## src/rtl/rbd_pkg.sv

```systemverilog
package rbd_pkg;

    typedef enum logic [1:0] {
        RGN_OFF   = 2'd0,
        RGN_TOR   = 2'd1,
        RGN_NA4   = 2'd2,
        RGN_NAPOT = 2'd3
    } region_mode_e;

endpackage

```

## src/rtl/rbd_tor_decode.sv

```systemverilog
module rbd_tor_decode #(
    parameter int XLEN = 32
) (
    input  logic [XLEN-1:0] prev_i,
    input  logic [XLEN-1:0] cur_i,
    output logic [XLEN+1:0] lo_o,
    output logic [XLEN+1:0] hi_o
);
    localparam int W = XLEN + 2;

    logic [W-1:0] lo_raw;
    logic [W-1:0] hi_raw;
    logic         inverted;

    always_comb begin
        lo_raw   = {prev_i, 2'b00};
        hi_raw   = {cur_i, 2'b00} - W'(1);
        inverted = lo_raw > hi_raw;
        if (inverted) begin
            lo_o = '0;
            hi_o = '0;
        end else begin
            lo_o = lo_raw;
            hi_o = hi_raw;
        end
        AST_TOR_ORDER: assert (lo_o <= hi_o);
        AST_TOR_LO_SRC: assert (lo_o == '0 || lo_o == {prev_i, 2'b00});
    end

endmodule

```

## src/rtl/rbd_na4_decode.sv

```systemverilog
module rbd_na4_decode #(
    parameter int XLEN = 32
) (
    input  logic [XLEN-1:0] cur_i,
    output logic [XLEN+1:0] lo_o,
    output logic [XLEN+1:0] hi_o
);
    localparam int W = XLEN + 2;

    always_comb begin
        lo_o = {cur_i, 2'b00};
        hi_o = {cur_i, 2'b11};
        AST_NA4_SPAN: assert (W'(hi_o - lo_o) == W'(3));
    end

endmodule

```

## src/rtl/rbd_napot_decode.sv

```systemverilog
module rbd_napot_decode #(
    parameter int XLEN = 32
) (
    input  logic [XLEN-1:0] cur_i,
    output logic [XLEN+1:0] lo_o,
    output logic [XLEN+1:0] hi_o
);
    localparam int W = XLEN + 2;

    logic [W-1:0] seed;
    logic [W-1:0] seed_inc;
    logic [W-1:0] span;

    always_comb begin
        seed     = {cur_i, 2'b11};
        seed_inc = seed + W'(1);
        lo_o     = seed & seed_inc;
        hi_o     = seed | seed_inc;
        span     = hi_o ^ lo_o;
        AST_NAPOT_ALIGNED: assert (((span & (span + W'(1))) == '0) && ((lo_o & span) == '0));
        AST_NAPOT_MIN8: assert (span[2:0] == 3'b111);
    end

endmodule

```

## src/rtl/region_bounds_decoder.sv

```systemverilog
module region_bounds_decoder #(
    parameter int XLEN      = 32,
    parameter int ENTRY_IDX = 0
) (
    input  logic [1:0]      mode_i,
    input  logic [XLEN-1:0] addr_cur_i,
    input  logic [XLEN-1:0] addr_prev_i,
    output logic [XLEN+1:0] start_o,
    output logic [XLEN+1:0] end_o
);
    import rbd_pkg::*;

    localparam int W        = XLEN + 2;
    localparam bit IS_FIRST = (ENTRY_IDX == 0);

    typedef struct packed {
        logic [W-1:0] lo;
        logic [W-1:0] hi;
    } bounds_t;

    logic [XLEN-1:0] prev_eff;
    logic [W-1:0]    tor_lo, tor_hi;
    logic [W-1:0]    na4_lo, na4_hi;
    logic [W-1:0]    pot_lo, pot_hi;
    region_mode_e    mode;
    bounds_t         bounds_d;

    generate
        if (IS_FIRST) begin : g_first
            logic unused_prev;
            assign unused_prev = ^addr_prev_i;
            assign prev_eff    = '0;
        end else begin : g_chain
            assign prev_eff = addr_prev_i;
        end
    endgenerate

    rbd_tor_decode #(.XLEN(XLEN)) u_tor (
        .prev_i (prev_eff),
        .cur_i  (addr_cur_i),
        .lo_o   (tor_lo),
        .hi_o   (tor_hi)
    );

    rbd_na4_decode #(.XLEN(XLEN)) u_na4 (
        .cur_i (addr_cur_i),
        .lo_o  (na4_lo),
        .hi_o  (na4_hi)
    );

    rbd_napot_decode #(.XLEN(XLEN)) u_napot (
        .cur_i (addr_cur_i),
        .lo_o  (pot_lo),
        .hi_o  (pot_hi)
    );

    always_comb begin
        mode = region_mode_e'(mode_i);
        unique case (mode)
            RGN_OFF:   bounds_d = '{lo: '0,     hi: '1};
            RGN_TOR:   bounds_d = '{lo: tor_lo, hi: tor_hi};
            RGN_NA4:   bounds_d = '{lo: na4_lo, hi: na4_hi};
            default:   bounds_d = '{lo: pot_lo, hi: pot_hi};
        endcase
        start_o = bounds_d.lo;
        end_o   = bounds_d.hi;
        if (IS_FIRST && mode == RGN_TOR) begin
            AST_FIRST_ZERO_BASE: assert (start_o == '0);
        end
    end

endmodule

```

## config.mk

```make
export PLATFORM = sky130hd
export DESIGN_NAME = region_bounds_decoder
export DESIGN_NICKNAME = d
export VERILOG_FILES = /design/src/rtl/rbd_pkg.sv /design/src/rtl/rbd_tor_decode.sv /design/src/rtl/rbd_na4_decode.sv /design/src/rtl/rbd_napot_decode.sv /design/src/rtl/region_bounds_decoder.sv
export SDC_FILE = /design/constraint.sdc
export NUM_CORES = 1
export LEC_CHECK = 0
export BUFFER_PORTS_ARGS = -buffer_cell sky130_fd_sc_hd__buf_2
export CORE_ASPECT_RATIO = 2
export CORE_MARGIN = 4
export CORE_UTILIZATION = 60
export DETAILED_ROUTE_END_ITERATION = 8
export PLACE_DENSITY = 0.95
export SETUP_SLACK_MARGIN = 0.5
export SYNTH_ARGS = -nofsm -noshare
export SYNTH_HDL_FRONTEND = slang
export SYNTH_HIERARCHICAL = 1
export SYNTH_SLANG_ARGS = --single-unit
```

## constraint.sdc

```tcl
create_clock -name vclk -period 4.2
set_clock_uncertainty 0.2 [all_clocks]
set_input_delay 0.21 -clock vclk [all_inputs]
set_output_delay 0.21 -clock vclk [all_outputs]
set_load 0.1 [all_outputs]
```

Word level (Yosys, flattened, before mapping)
Index checks and enable logic that the tools add are counted.
{ "word_totals": {"regBits": 0, "in_bits": 66, "output_inout_bits": 68, "wordCells": 10} }
{ "op_classes": {"addsub": 2, "order_cmp": 1, "n_eq_ne": 2, "mux": 2, "n_bitwise": 2, "reduce_logical": 1} }
{ "op_table": {"columns": ["operator", "count"], "rows": [
  ["$pmux 68 s3", 1],
  ["$add 34x1->34 const B", 1],
  ["$and 34x34->34", 1],
  ["$gt 1x34->1 const A", 1],
  ["$mux 34", 1],
  ["$or 34x34->34", 1],
  ["$sub 34x1->34 const B", 1],
  ["$eq 2x1->1 const B", 1],
  ["$eq 2x2->1 const B", 1],
  ["$logic_not 2->1", 1]
]} }

Logic depth before layout (Yosys ltp)
{ "logic_depth": {"depth_word": 4, "depth_mapped": 15, "mapped_depth_nobuf": 12} }

Modules after synthesis
Netlist, hierarchy kept.
{ "by_module_without_submodules": {"columns": ["mod", "instances", "cells_each", "area_each_um2", "seq_area_each_um2"], "rows": [
  ["rbd_tor_decode", 1, 251, 1770.4, 0.0],
  ["region_bounds_decoder", 1, 163, 1669.1, 0.0],
  ["rbd_napot_decode", 1, 117, 745.7, 0.0],
  ["rbd_na4_decode", 1, 70, 518.0, 0.0]
]} }

Worst setup path before layout
Ideal clock, no wire load.
{ "synth_timing": {"kind": "input -> output", "startpoint": "input port addr_cur_i[5]", "endpoint": "output port end_o[14]", "t_arrival_ns": 3.179, "required_ns": 3.790, "path_slack_ns": 0.611, "cell_stages": 6, "n_path_buf": 0, "path_cell_list": "nor4_4 nand4b_1 or4_1 xor2_1 nor3_1 a2bb2oi_1"} }
{ "synth_between": {"elab_chain_len": 4, "word_cells_on_any_way": 6} }
{ "synth_lines": {"columns": ["element", "line", "rtl"], "rows": [
  ["from (decl)", "region_bounds_decoder.sv:6", "input logic [XLEN-1:0] addr_cur_i,"],
  ["$sub 34x1->34 (*)", "rbd_tor_decode.sv:17", "hi_raw = {cur_i, 2'b00} - W'(1);"],
  ["$gt 1x34->1", "rbd_tor_decode.sv:18", "inverted = lo_raw > hi_raw;"],
  ["$mux 34 (*)", "rbd_tor_decode.sv:19", "if (inverted) begin"],
  ["net tor_hi[14]", "region_bounds_decoder.sv:22", "logic [W-1:0] tor_lo, tor_hi;"],
  ["$pmux 68 s3 (*)", "region_bounds_decoder.sv:59", "unique case (mode)"],
  ["to (decl)", "region_bounds_decoder.sv:9", "output logic [XLEN+1:0] end_o"]
]} }
The timed path passes the listed nets; every way through them passes the cells marked *.

Worst setup path in the final report
{ "layout_timing": {"startpoint": "input port addr_cur_i[0]", "endpoint": "output port end_o[30]"} }
{ "layout_between": {"word_cells_on_any_way": 6} }
{ "layout_lines": {"columns": ["element", "line", "rtl"], "rows": [
  ["$add 34x1->34", "rbd_napot_decode.sv:16", "seed_inc = seed + W'(1);"],
  ["$or 34x34->34", "rbd_napot_decode.sv:18", "hi_o = seed | seed_inc;"],
  ["net pot_hi[30]", "region_bounds_decoder.sv:24", "logic [W-1:0] pot_lo, pot_hi;"],
  ["$pmux 68 s3", "region_bounds_decoder.sv:59", null]
]} }
The timed path passes the listed nets, and every way through them passes these cells.

==> metrics <==
total setup buffers inserted after CTS=0; CLK BUF=0; min Tclk post-route=3.19 ns; mean routed wirelength per cell=18.2 um; synth top area cells=buf_4, mux2_4, ha_1, mux2i_1, a22o_1; Reg power frac=0%; Placer Congestion=0.916; Mapped Avg Cell Area=7.83 um^2; CP endpoint kind=output pin; final WL=13600 um; Yosys top cell area share=12.6%; fmax=313 MHz; most instantiated cells after synthesis=buf_4, nor3_1, a22o_1, a2bb2oi_1, mux2i_1; switching power=731 uW; most frequent cell after synthesis=buf_4; initial core utilization=61.9%; status=complete, but fails checks; core area=7600 um^2; most frequent CP cell=buf_2; worst vdd ir=0.152 mV; hpwl dp=10500 um; warning count from the yosys run=6; Worst Path Arrival=2.78 ns; final layout net count=753; chip height=133 um; setup slack after layout=1.01 ns; first-pass GRT wire length=21200 um; failing checks=slew limit; post-route insts no fill=747; WS Path Type=primary input to output pin; n_diodes=0; Hold WC Path Type=primary input to output pin; Final Hold Vio Count=0; GRT Util Overall=26.8%; critical path cell sequence=buf_2 > nand4_4 > nor3_4 > nand4_2 > o21ai_1 > mux2i_1 > a2bb2oi_1 > buf_2; I/O Buffers=98; Switching Fraction=75.2%; final period utilization=76.1%; I/O pins=134; P_leak=2.26 nW; DR iter-0 viols=345; P&R area growth vs syn=0.505%; DRC errors left=0; unrepaired setup endpoints after global routing=no; Mapped Area=4700 um^2; vias per inst=6.24; ANT nets after route=0; total negative slack=0 ns; DP Cell Count=747; post-CTS resize count=0; count of flip-flops and latches=0; layout cells sized above 1=23.3%; max incr delay on CP=0.54 ns; Slew Limit Fails=68; # fillers=664; first-pass iteration count of the detailed router=5; largest net degree at the start of global routing=66; Internal Power=241 uW; die area=9410 um^2; global route overflow=0; sequential cell area=0 um^2; Buf/Inv on CP=2; CP max-delay cell=nor3_4; combinational power share=100.0%; Max transition margin=-250%; Die Wd=70.6 um; cts hold-fix bufs=0; Gate Count Post-Synth=601; CP Max Fanout=14; initial antenna violation count=0; Max-Cap Viols=0; PD cells=206 nW/um^2; CP top delay family=simple AND/OR/NAND/NOR gates; sequential area share after synthesis=0%; WP data required=3.79 ns; Setup crit start kind=primary input; Tot Pwr=972 uW; clock share of power=0%; measured slew at the worst slew-check pin=5.23 ns; via count=4660; fin util=62.2%; Multi-input gate area=4050 um^2; vias in the first global route=4454; Place WS=1.05 ns; largest area contributor in the netlist=buf_4; post-synthesis cell type count=54; Final setup viols=0; Site Rows=45
placed cells by master, fill, tap and decap left out, types with 13 or more instances in the layout:
cell,Yosys,routed
a21oi_1,13,13
a22o_1,34,34
a2bb2oi_1,34,34
buf_2,11,97
conb_1,6,76
ha_1,32,32
mux2_4,33,33
mux2i_1,34,34
nand2_1,25,25
nand3_1,13,13
nor2_1,18,18
nor3_1,48,48
nor3b_1,33,33
xnor2_1,21,21
power by group through the flow:
stage	clock network (mW)	registers [mW]	logic [mW]
final	0	0	0.972
after detailed placement	0	0	0.947
after floorplan	0	0	0.855
after CTS	0	0	0.948
after global placement	0	0	0.932
after global routing	0	0	1.02
per-stage QoR:
step           cell area (um^2)  hold WS (ns)
2_1_floorplan              4970         0.692
3_3_place_gp               4730         0.860
3_5_place_dp               4730         0.884
4_1_cts                    4730         0.884
5_1_grt                    4730         0.909
6_report                   4730         0.888
final cells by class:
cell class | instances | area share, %
multi-input cells | 541 | 85.7
repair buffers | 101 | 10.9
well taps | 94 | 2.49
inverters | 11 | 0.873
final timing paths:
check / from / end / slack, ns / cells after the start
worst max-delay path: addr_cur_i[0] / end_o[30] / 1.01 / 8
worst min-delay path: addr_cur_i[30] / end_o[32] / 0.89 / 4
layer usage:
layer | part of all wire (%) | track usage [%]
met3 | 5.8 | 1.96
met5 | 0 | 0
met2 | 53 | 52.2
met1 | 35 | 26.5
met4 | 6.7 | 15.8
cell families (layout without fill, tap and decap cells):
kind of cell / count (synthesis) / after routing / share of synthesized area (%)
and+or+nand+nor: 203 / 203 / 26.4
AOI/OAI and AO/OA: 132 / 132 / 21.6
buffers and inverters: 130 / 112 / 19.5
muxes: 68 / 68 / 18.0
adders and majority gates: 32 / 32 / 8.51
xor gates and xnor gates: 30 / 30 / 5.59
other: 6 / 76 / 0.479
(Power assumes the default switching activity.)
